## config.mk

```make
export PLATFORM = sky130hd
export DESIGN_NAME = refresh_sched
export DESIGN_NICKNAME = d
export VERILOG_FILES = /design/src/rtl/refsched_pkg.sv /design/src/rtl/refsched_interval.sv /design/src/rtl/refsched_backlog.sv /design/src/rtl/refsched_busy.sv /design/src/rtl/refresh_sched.sv
export SDC_FILE = /design/constraint.sdc
export NUM_CORES = 1
export LEC_CHECK = 0
export ABC_AREA = 1
export BUFFER_PORTS_ARGS = -buffer_cell sky130_fd_sc_hd__buf_2
export CAP_MARGIN = 25
export CELL_PAD_IN_SITES_DETAIL_PLACEMENT = 1
export CELL_PAD_IN_SITES_GLOBAL_PLACEMENT = 2
export CORE_UTILIZATION = 25
export DETAILED_ROUTE_END_ITERATION = 8
export PLACE_DENSITY_LB_ADDON = 0.2
export SKIP_LAST_GASP = 1
export SLEW_MARGIN = 0
export SYNTH_ARGS = -nofsm -noshare
export SYNTH_HDL_FRONTEND = slang
export SYNTH_SLANG_ARGS = --single-unit
```

## constraint.sdc

```tcl
create_clock -name clk_i -period 2.2 [get_ports clk_i]
set_input_delay 0.11 -clock clk_i [delete_from_list [all_inputs] [get_ports clk_i]]
set_output_delay 0.11 -clock clk_i [all_outputs]
set_load 0.05 [all_outputs]
```

## src/rtl/refsched_pkg.sv

```systemverilog
package refsched_pkg;
  // Events that move the refresh backlog on one clock edge.
  typedef struct packed {
    logic expire;  // interval timer ran out
    logic issue;   // arbiter accepted a refresh
  } refsched_evt_t;
endpackage

```

## src/rtl/refsched_interval.sv

```systemverilog
module refsched_interval #(
  parameter int CNT_W = 16
) (
  input  logic             clk_i,
  input  logic             rst_ni,
  input  logic             hot_i,
  input  logic [CNT_W-1:0] interval_i,
  output logic             expire_o
);
  localparam logic [CNT_W-1:0] MIN_LEN = CNT_W'(2);

  logic [CNT_W-1:0] remain_q;
  logic [CNT_W-1:0] halved;
  logic [CNT_W-1:0] next_len;

  // Period for the next interval; only consumed when the timer reloads.
  always_comb begin
    halved   = interval_i >> 1;
    next_len = hot_i ? halved : interval_i;
    if (next_len < MIN_LEN) next_len = MIN_LEN;
  end

  assign expire_o = (remain_q == CNT_W'(1));

  // remain_q == 0 only right after reset: load without expiring.
  always_ff @(posedge clk_i) begin
    if (!rst_ni)                      remain_q <= '0;
    else if (remain_q <= CNT_W'(1))   remain_q <= next_len;
    else                              remain_q <= remain_q - CNT_W'(1);
  end
endmodule

```

## src/rtl/refsched_backlog.sv

```systemverilog
module refsched_backlog
  import refsched_pkg::*;
#(
  parameter int PEND_W   = 4,
  parameter int MAX_PEND = 8
) (
  input  logic              clk_i,
  input  logic              rst_ni,
  input  refsched_evt_t     evt_i,
  output logic [PEND_W-1:0] pend_o,
  output logic              owed_o,
  output logic              urgent_o
);
  localparam logic [PEND_W-1:0] PEND_CAP = {PEND_W{1'b1}};

  logic [PEND_W-1:0] pend_q;

  always_ff @(posedge clk_i) begin
    if (!rst_ni) begin
      pend_q <= '0;
    end else begin
      unique case ({evt_i.expire, evt_i.issue})
        2'b10:   if (pend_q != PEND_CAP) pend_q <= pend_q + PEND_W'(1);
        2'b01:   if (pend_q != '0)       pend_q <= pend_q - PEND_W'(1);
        default: pend_q <= pend_q;
      endcase
    end
  end

  assign pend_o   = pend_q;
  assign owed_o   = (pend_q != '0);
  assign urgent_o = (32'(pend_q) >= MAX_PEND);
endmodule

```

## src/rtl/refsched_busy.sv

```systemverilog
module refsched_busy #(
  parameter int RFC_W = 10
) (
  input  logic             clk_i,
  input  logic             rst_ni,
  input  logic             issue_i,
  input  logic [RFC_W-1:0] rfc_i,
  output logic             busy_o
);
  logic [RFC_W-1:0] left_q;
  logic [RFC_W-1:0] load_len;

  assign load_len = (rfc_i == '0) ? RFC_W'(1) : rfc_i;

  always_ff @(posedge clk_i) begin
    if (!rst_ni)             left_q <= '0;
    else if (issue_i)        left_q <= load_len;
    else if (left_q != '0)   left_q <= left_q - RFC_W'(1);
  end

  assign busy_o = (left_q != '0);
endmodule

```

## src/rtl/refresh_sched.sv

```systemverilog
module refresh_sched
  import refsched_pkg::*;
#(
  parameter int CNT_W    = 16,
  parameter int RFC_W    = 10,
  parameter int PEND_W   = 4,
  parameter int MAX_PEND = 8
) (
  input  logic              clk_i,
  input  logic              rst_ni,
  input  logic              hot_i,
  input  logic [CNT_W-1:0]  interval_i,
  input  logic [RFC_W-1:0]  rfc_i,
  input  logic              ref_gnt_i,
  output logic              ref_req_o,
  output logic              ref_urgent_o,
  output logic              banks_busy_o,
  output logic [PEND_W-1:0] pend_cnt_o
);
  logic          expire;
  logic          owed;
  logic          busy;
  logic          issue;
  refsched_evt_t evt;

  refsched_interval #(.CNT_W(CNT_W)) u_interval (
    .clk_i      (clk_i),
    .rst_ni     (rst_ni),
    .hot_i      (hot_i),
    .interval_i (interval_i),
    .expire_o   (expire)
  );

  // Valid/ready: valid while owed and banks free; a grant alone does nothing.
  assign ref_req_o = owed & ~busy;
  assign issue     = ref_req_o & ref_gnt_i;

  assign evt.expire = expire;
  assign evt.issue  = issue;

  refsched_backlog #(.PEND_W(PEND_W), .MAX_PEND(MAX_PEND)) u_backlog (
    .clk_i    (clk_i),
    .rst_ni   (rst_ni),
    .evt_i    (evt),
    .pend_o   (pend_cnt_o),
    .owed_o   (owed),
    .urgent_o (ref_urgent_o)
  );

  refsched_busy #(.RFC_W(RFC_W)) u_busy (
    .clk_i   (clk_i),
    .rst_ni  (rst_ni),
    .issue_i (issue),
    .rfc_i   (rfc_i),
    .busy_o  (busy)
  );

  assign banks_busy_o = busy;
endmodule

```

==> results.toml, run 1 <==
[finish]
multiInputGateArea_um2 = 1351
layout_common_cells = "nand2_1 (77), nor2_1 (51), buf_2 (36)"
final_common_cell = "nand2_1"
seqCellArea_um2 = 600.6
utilization_pct = 30.85
nets = 399
layout-drive-gt1-share_pct = 20.55
finalNonFillerCells = 470
area_delta_synth_final_pct = 19.46
fin_area_um2 = 2535
antenna_cells = 0
nFillCells = 1097

[clocking]
cts_made_buffers = 5
cts_tree = "done"
cts_buffer_depth = 2
clk_latency_ns = 0.28
cts-htree-levels = 2
path_clk_slew_ns = 0.07
root_buffer = "clkbuf_8"
cts_sinks = 30

[detailed_routing]
wl_per_cell_um = 12.32
via_per_inst = 4.489
drt_pass1_iterations = 4
drcViolationCount = 0
drt-initial-drc-count = 25
vias = 2110
routed_wl_um = 5791
drtAntennaViolNets = 0

[global_routing]
grt-busiest-layer = "met2"
gr-total-overflow = 0
met1_usage_pct = 17.38
grt_pass1_wl_um = 9901
grt_max_degree = 24
first_global_vias = 2175
antenna_found_initial = 0
met3_usage_pct = 2.670
grtUsageTotal_pct = 14.43
use_met2_pct = 25.97

[setup_path]
path_class = "register to register"
slowest_delay_ns = 0.30
critPathMostFrequentCell = "nand2_1"
worstPathArrival_ns = 2.05
crit_family = "simple AND/OR/NAND/NOR gates"
slowest_stage = "dfxtp_1"
cp_num_buf_inv = 2
crit_required_ns = 2.37
crit_path_start_kind = "register"
crit_fanout = 5
worstPathCellList = "inv_1, ha_1, nand2_1, nor2_1, nand3_2, nor2_4, nand2_1, nand2_1, nand2_1, ha_1, inv_1, nand2_1, a21oi_1, nor2_1"
crit_path_end_kind = "register"

[floorplan]
initial_utilization_pct = 25.83
ios = 37
dieWidth_um = 94.13
core_area_um2 = 8217
die_h_um = 94.13
dieArea_um2 = 8860
rows = 33

[sta]
finalSetupViolCount = 0
maxSlewViolCount = 0
worst_pin_slew_ns = 0.5969
fmax_ghz = 0.5317
fin_crit_ns = 1.881
post-route-period-util_pct = 85.49
clock_skew_ns = 0.003951
hold_viol_final = 0
rsz0062_at_grt = "no"
slew_headroom_pct = 60.16
tns_ns = 0

[place]
place_area_um2 = 2412
gp_congestion = 0.7408
dp_hpwl_um = 4706
portBuffers = 36
post-place-cells = 461

[synthesis]
syn_inst = 325
syn-num-nets = 360
synth.avg_cell_area_um2 = 6.529
yosys_warnings = 0
netlist_area_um2 = 2122
ys_seq_elements = 30
yosysSeqAreaShare_pct = 28.30
synth_cell_types = 35

[power_and_ir_drop]
p_per_area_nw_per_um2 = 1310
worst_ir_drop_vdd_v = 0.0003098
power_leakage_nw = 1.183
power_mw = 3.321

[outcome]
run_status = "completed"

[job]
max_cap_viol_count = 0

[worst_hold_path]
hold_class = "input pin to register"
==> path summary, 6_finish.rpt <==
check | to | cells past startpoint | slack (ns) | start
min reg2reg | u_busy.left_q[5]$_SDFFE_PN0P_ | 2 | 0.52 | u_busy.left_q[5]$_SDFFE_PN0P_
min | u_busy.left_q[8]$_SDFFE_PN0P_ | 3 | 0.1 | rfc_i[8]
max | u_backlog.pend_o[2]$_SDFFE_PN0P_ | 14 | 0.32 | u_busy.left_q[1]$_SDFFE_PN0P_
max reg2reg | u_backlog.pend_o[2]$_SDFFE_PN0P_ | 14 | 0.32 | u_busy.left_q[1]$_SDFFE_PN0P_
==> cells in the mapped netlist <==
cell       number  area (um^2)
a211oi_1        2        15.01
a211oi_2        3        37.54
a21oi_1        17        85.08
a21oi_4         1        16.27
a31oi_1         5        31.28
and2_1          1        6.260
buf_2           2        10.01
buf_4           1        7.510
buf_6           1        11.26
clkbuf_1        4        15.01
dfxtp_1        30        600.6
ha_1            5        62.56
inv_1          32        120.1
inv_2           3        11.26
nand2_1        77        289.0
nand2_2         2        12.51
nand2_4         1        11.26
nand3_1        16        80.08
nand3_2         1        10.01
nand3b_1        1        7.510
nand4_1         3        18.77
nor2_1         51        191.4
nor2_2          3        18.77
nor2_4          5        56.30
nor2_8          1        20.02
nor3_1          7        35.03
nor3b_1         1        7.510
nor3b_2         1        12.51
o2111ai_1       1        8.760
o211ai_1        3        22.52
o21ai_0        19        95.09
o21ai_1         3        15.01
or2_2           5        31.28
xnor2_1         4        35.03
xor2_1         13        113.9
==> per-layer routing <==
layer / routed length (um) / share of wire [%]
met1: 2757 / 48
met4: 40 / 0.69
met2: 2820 / 49
met3: 171 / 3.0
met5: 0 / 0
==> where the power goes <==
part | switching [mW] | internal (mW) | total [mW]
combinational | 1.18 | 0.699 | 1.88
clock | 0.215 | 0.316 | 0.531
sequential | 0.164 | 0.744 | 0.909
==> sequential cells by signal, summed over array words and instances (netlist names) <==
signal,count
u_backlog.pend_o,4
u_busy.left_q,10
u_interval.remain_q,16
==> area by class of cell <==
| class | instances | area share [%] |
|---|---|---|
| inverters | 35 | 5.183 |
| clock buffers | 8 | 4.344 |
| flip-flops and latches | 30 | 23.69 |
| well taps | 105 | 5.183 |
| repair buffers | 40 | 8.292 |
| multi-input cells | 252 | 53.31 |
==> tightest hold or removal path, cell delays in order <==
cell and delay [ns]:
buf_2 0.11, nand2_1 0.06, a21oi_1 0.05
==> cell families after synthesis <==
family	after synthesis	synth area share [%]
AOI/OAI and AO/OA	54	15.39
xor gates and xnor gates	17	7.016
adders and majority gates	5	2.948
buffers and inverters	43	8.255
DFF	30	28.30
and+or+nand+nor	176	38.09
==> through the flow <==
step	setup WS, ns	hold slack, ns
after floorplan	0.2127	0.2483
after global placement	0.2881	0.3893
after detailed placement	0.2193	0.3900
after CTS	0.2073	0.08636
after global routing	0.004986	0.09718
final	0.3191	0.09908
==> what timing repair did <==
action,4_1_cts,5_1_grt
buffers inserted,0,1
setup endpoints to repair,0,1
hold buffers,0,0
resized for setup,0,1
Note: power is estimated with default switching activity, not from simulation.
==> inputs of run 2 (changes only) <==
--- a/config.mk
+++ b/config.mk
@@ -6,5 +6,4 @@
 export NUM_CORES = 1
 export LEC_CHECK = 0
-export ABC_AREA = 1
 export BUFFER_PORTS_ARGS = -buffer_cell sky130_fd_sc_hd__buf_2
 export CAP_MARGIN = 25
==> constraint.sdc (replaced) <==
create_clock -name clk_i -period 2.2 [get_ports clk_i]
set_input_delay 0.22 -clock clk_i [delete_from_list [all_inputs] [get_ports clk_i]]
set_output_delay 0.22 -clock clk_i [all_outputs]
set_load 0.05 [all_outputs]
==> run 2 against run 1 <==
The flow now finishes with violations (setup timing). Power grew 6.1%. Fmax decreased by 20%. Non-clock buffer count is 41 higher. Cell count down 10%. Hold slack improved by 0.11 ns. Combinational power is 15% higher. Area after synthesis shrank 6.9%. Cell area rose by 9.5%. Utilization rose by 5.3 points. Global-route usage is 1.3 points higher. Clock power fell by 13%. Sequential cell count stayed put.
==> results.toml, run 2 <==
[outcome]
run_status = "finished, violations left"
violations = "setup timing"

[floorplan]
dieArea_um2 = 8262
initial_utilization_pct = 25.70
dieWidth_um = 90.90
die_h_um = 90.90
rows = 32
core_area_um2 = 7687
ios = 37

[synthesis]
yosysSeqAreaShare_pct = 30.40
netlist_area_um2 = 1976
ys.flop_type = "dfxtp_1"
syn-num-nets = 273
synth_cell_types = 47
async_flop_share_pct = 0
synth_edf_count = 0
synth_top_area_share_pct = 30.40
synth.avg_cell_area_um2 = 8.301
netlist_top_cells_count = "dfxtp_1 (30), nand2_1 (30), nor2_1 (17)"
yosys_warnings = 0
yosysTopAreaCell = "dfxtp_1"
ys_seq_elements = 30
syn_inst = 238
ys_top_cells_by_area = "dfxtp_1 (30%), mux2i_1 (7.1%), nand2_1 (5.7%)"

[clocking]
cts_buffer_depth = 2
cts_tree = "done"
cts_sinks = 30
root_buffer = "clkbuf_8"
ctsHoldBuffers = 0
cts_made_buffers = 5
cts-htree-levels = 2
clk_latency_ns = 0.28
path_clk_slew_ns = 0.07

[sta]
finalSetupViolCount = 1
clock_skew_ns = 0.006709
hold_viol_final = 0
post-route-period-util_pct = 106.6
fin_crit_ns = 2.346
fmax_ghz = 0.4263
rsz0062_at_grt = "yes"
setup_ws_ns = -0.1455
tns_ns = -0.1455
maxSlewViolCount = 0
slew_headroom_pct = 67.85
worst_pin_slew_ns = 0.4823

[setup_path]
worstReg2RegStart = "u_busy.left_q[1]$_SDFFE_PN0P_"
r2r_slack_ns = -0.15
crit_required_ns = 2.38
worstPathArrival_ns = 2.52
crit_path_end_kind = "register"
timing.rr.end = "u_backlog.pend_o[2]$_SDFFE_PN0P_"
crit_path_start_kind = "register"
worst_r2r_path_depth = 11
crit_fanout = 3
path_class = "register to register"

[global_routing]
antenna_found_initial = 0
grt_max_degree = 22
first_global_vias = 2172
grtUsageTotal_pct = 15.74
gr-total-overflow = 0
grt_pass1_wl_um = 10320

[finish]
antenna_cells = 0
layout-drive-gt1-share_pct = 35.42
regMostFlops = "u_interval.remain_q"
largest_reg_flops = 16
area_delta_synth_final_pct = 40.53
final_common_cell = "buf_4"
utilization_pct = 36.12
layout_common_cells = "buf_4 (45), buf_2 (36), nand2_1 (30)"
nets = 353

[power_and_ir_drop]
p_int_mw = 2.041
swShare_pct = 42.04
power_switching_mw = 1.481
p_comb_share_pct = 61.5
worst_ir_drop_vdd_v = 0.0002809
power_mw = 3.522
p_per_area_nw_per_um2 = 1269
power_frac_clock_pct = 13.2
power_leakage_nw = 1.254
p_seq_share_pct = 25.4

[worst_hold_path]
whs_endpoint = "u_busy.left_q[8]$_SDFFE_PN0P_"
hold_depth = 3
hold_class = "input pin to register"
worstHoldStart = "rfc_i[8]"

[place]
gp_congestion = 0.7690
portBuffers = 36
dp_hpwl_um = 4805

[detailed_routing]
via_per_inst = 4.810
wl_per_cell_um = 14.50
routed_wl_um = 6104
drt_pass1_iterations = 4
drt-initial-drc-count = 26
drcViolationCount = 0
vias = 2025
drtAntennaViolNets = 0

[job]
max_cap_viol_count = 0
==> run 2: cell count changes after synthesis, moves of 8 or more <==
cell,previous run,this run
nand2_1,77,30
nor2_1,51,17
inv_1,32,9
o21ai_0,19,3
mux2i_1,0,14
a21oi_1,17,7
nand3_1,16,8
nor4_1,0,8
==> run 2: area by class of cell <==
type	count	area, um^2
fill	960	4911
multi-input combinational	191	1403
sequential	30	603.1
timing repair buffer	81	518.0
tap	102	127.6
clock buffer	7	86.33
inverter	9	33.78
clock inverter	1	5.005
==> run 2: worst max-delay path by stage <==
| stage | from | end | cells after the start |
|---|---|---|---|
| floorplan | u_busy.left_q[0]$_SDFFE_PN0P_ | u_backlog.pend_o[2]$_SDFFE_PN0P_ | 12 |
| global placement | u_busy.left_q[1]$_SDFFE_PN0P_ | u_backlog.pend_o[2]$_SDFFE_PN0P_ | 11 |
| detailed placement | u_busy.left_q[1]$_SDFFE_PN0P_ | u_backlog.pend_o[2]$_SDFFE_PN0P_ | 11 |
| CTS | u_busy.left_q[1]$_SDFFE_PN0P_ | u_backlog.pend_o[2]$_SDFFE_PN0P_ | 11 |
| global route | u_busy.left_q[1]$_SDFFE_PN0P_ | u_backlog.pend_o[2]$_SDFFE_PN0P_ | 11 |
| finish | u_busy.left_q[1]$_SDFFE_PN0P_ | u_backlog.pend_o[2]$_SDFFE_PN0P_ | 11 |
==> run 2: per-stage QoR <==
stage	setup WS (ns)	hold WS, ns	instances	area (um^2)
final	-0.1455	0.2051	421	2776
after global routing	-0.2799	0.2013	421	2776
after CTS	-0.2219	0.1975	417	2683
after detailed placement	-0.2595	0.5012	407	2574
after global placement	-0.1994	0.4938	407	2574
after floorplan	-0.3085	0.3674	238	2012
==> run 2: worst max-delay path, cell delays in order, from the launching register on <==
cell     delay (ns)
dfxtp_2        0.32
inv_2          0.07
ha_4           0.12
or4b_4         0.48
nor4_4         0.29
and2_4         0.20
xor2_2         0.17
ha_4           0.16
inv_2          0.05
nor3_4         0.12
a21oi_1        0.06
o211a_1        0.19
==> run 2: routing by layer <==
metal	vias to the layer above	global-route usage [%]	wire (um)
met5	-	0	0
li1	1035	-	-
met3	4	3.367	218
met2	39	28.41	3100
met1	947	18.43	2720
met4	0	4.894	64
==> run 2: power groups by stage <==
stage | Sequential [mW] | Combinational [mW] | Clock, mW
2_1_floorplan | 0.932 | 1.26 | 0
3_3_place_gp | 0.881 | 2.08 | 0
3_5_place_dp | 0.889 | 2.09 | 0
4_1_cts | 0.877 | 2.13 | 0.481
5_1_grt | 0.916 | 2.43 | 0.506
6_report | 0.893 | 2.17 | 0.464
==> run 2: cell families (layout without fill, tap and decap cells) <==
| family | count (synthesis) | after routing | synth area share, % |
|---|---|---|---|
| AO/OA/AOI/OAI | 49 | 49 | 18.56 |
| XOR/XNOR | 18 | 18 | 7.980 |
| adder cells (fa/ha/maj) | 5 | 5 | 3.167 |
| buffers and inverters | 17 | 98 | 3.356 |
| flip-flops | 30 | 30 | 30.40 |
| multiplexers | 14 | 14 | 7.093 |
| AND/OR/NAND/NOR | 105 | 105 | 29.45 |
==> run 2: what timing repair did <==
| action | in CTS | in global routing |
|---|---|---|
| setup endpoints to repair | 2 | 7 |
| buffers inserted | 2 | 4 |
| resized for setup | 2 | 12 |
| pin swaps | 6 | 4 |
==> inputs of run 3 (changes only) <==
==> constraint.sdc (replaced) <==
create_clock -name clk_i -period 2.2 [get_ports clk_i]
set_input_delay 0 -clock clk_i [delete_from_list [all_inputs] [get_ports clk_i]]
set_output_delay 0 -clock clk_i [all_outputs]
set_load 0.05 [all_outputs]
==> run 3 against run 2 <==
The flow still finishes with violations (setup timing). Hold slack got worse by 0.20 ns. Worst setup slack lost 0.075 ns. Critical path depth unchanged. Clock skew decreased by 0.00062 ns. Sequential share of layout area up 0.19 points. Non-clock buffer count decreased by 1. Cell count is 0.24% lower. Count of clock-buffer cells in the layout unchanged. Critical path type unchanged.
==> results.toml, run 3 (same netlist as run 2, synthesis figures left out) <==
[outcome]
run_status = "finished, violations left"
violations = "setup timing"

[setup_path]
crit_required_ns = 2.38
slowest_stage = "or4b_4"
worstPathArrival_ns = 2.60
slowest_delay_ns = 0.49
path_class = "register to register"
crit_fanout = 3
crit_path_start_kind = "register"
worstPathCellList = "inv_2, ha_4, or4b_4, nor4_4, and2_4, xor2_2, ha_4, inv_2, nor3_4, a21oi_2, o211a_1"
crit_path_end_kind = "register"

[sta]
tns_ns = -0.2207
fmax_ghz = 0.4131
worst_pin_slew_ns = 0.5256
fin_crit_ns = 2.421
rsz0062_at_grt = "yes"
finalSetupViolCount = 1
post-route-period-util_pct = 110.0
holdWs_ns = 0.006041
hold_viol_final = 0
maxSlewViolCount = 0
clock_skew_ns = 0.006086
setup_ws_ns = -0.2207
slew_headroom_pct = 64.69

[global_routing]
first_global_vias = 2157
grt_pass1_wl_um = 10320
gr-total-overflow = 0
antenna_found_initial = 0
grt_max_degree = 27
grtUsageTotal_pct = 15.87

[finish]
regMostFlops = "u_interval.remain_q"
layout-drive-gt1-share_pct = 33.02
largest_reg_flops = 16
area_delta_synth_final_pct = 39.33
antenna_cells = 0
final_common_cell = "buf_4"
utilization_pct = 35.81
nets = 352
nFillCells = 969
layout_common_cells = "buf_4 (40), buf_2 (36), nand2_1 (30)"

[clocking]
cts-htree-levels = 2
path_clk_slew_ns = 0.07
cts_buffer_depth = 2
cts_sinks = 30
clk_latency_ns = 0.28
root_buffer = "clkbuf_8"
cts_tree = "done"
cts_made_buffers = 5

[floorplan]
ios = 37
dieArea_um2 = 8262
rows = 32
core_area_um2 = 7687
dieWidth_um = 90.90
die_h_um = 90.90
initial_utilization_pct = 25.70

[detailed_routing]
via_per_inst = 4.888
drtAntennaViolNets = 0
routed_wl_um = 6262
wl_per_cell_um = 14.91
vias = 2053
drcViolationCount = 0
drt-initial-drc-count = 35
drt_pass1_iterations = 4

[power_and_ir_drop]
power_mw = 3.477
p_per_area_nw_per_um2 = 1263
worst_ir_drop_vdd_v = 0.0003844
power_leakage_nw = 1.245

[job]
max_cap_viol_count = 0

[place]
gp_congestion = 0.7643
detailedPlace.worstSlack_ns = -0.2701
dp_hpwl_um = 4898
portBuffers = 36

[worst_hold_path]
hold_class = "input pin to register"
run 3: repair_timing:
action	in CTS	in global routing
gates resized for setup	1	8
pin swaps	4	6
hold buffers	2	1
setup buffers	0	2
endpoints found under the setup margin	1	6
hold endpoints to repair	2	1
run 3: worst max-delay path: cells and delay by family, from the launching register on:
| kind | cells | cell delay [ns] |
|---|---|---|
| xor+xnor | 1 | 0.17 |
| simple gates | 4 | 1.14 |
| compound gates | 2 | 0.26 |
| flops | 1 | 0.32 |
| buf+inv | 2 | 0.13 |
| fa+ha+maj | 2 | 0.30 |
run 3: final cells by class:
type,count,area (um^2),area share (%)
timing repair buffer,80,521.8,18.95
inverter,9,33.78,1.227
tap,102,127.6,4.636
multi-input combinational,191,1375,49.95
sequential,30,603.1,21.91
clock inverter,1,5.005,0.1818
clock buffer,7,86.33,3.136
run 3: stage by stage:
step                instance area [um^2]  std cells
finish                              2753        420
global route                        2753        420
CTS                                 2688        417
detailed placement                  2574        407
global placement                    2574        407
floorplan                           2012        238
run 3: final timing paths:
check / startpoint / endpoint / slack [ns] / cells after the start
max: u_busy.left_q[1]$_SDFFE_PN0P_ / u_backlog.pend_o[2]$_SDFFE_PN0P_ / -0.22 / 11
min: rfc_i[5] / u_busy.left_q[5]$_SDFFE_PN0P_ / 0.006 / 3
max reg2reg: u_busy.left_q[1]$_SDFFE_PN0P_ / u_backlog.pend_o[2]$_SDFFE_PN0P_ / -0.22 / 11
min reg2reg: u_busy.left_q[1]$_SDFFE_PN0P_ / u_busy.left_q[1]$_SDFFE_PN0P_ / 0.62 / 2
run 3: per-layer routing:
layer | up-vias | track usage, % | share of wire [%]
li1 | 1044 | - | -
met1 | 964 | 18.91 | 46
met2 | 39 | 27.97 | 49
met3 | 6 | 3.704 | 3.4
met4 | 0 | 5.026 | 1.2
met5 | - | 0 | 0
run 3: power by group:
group          total [mW]  switching, mW  internal (mW)  leakage (nW)
combinational        2.13           1.13           1.00         0.949
clock               0.466          0.214          0.252        0.0482
sequential          0.879          0.139          0.740         0.247
total                3.48           1.48           1.99          1.24
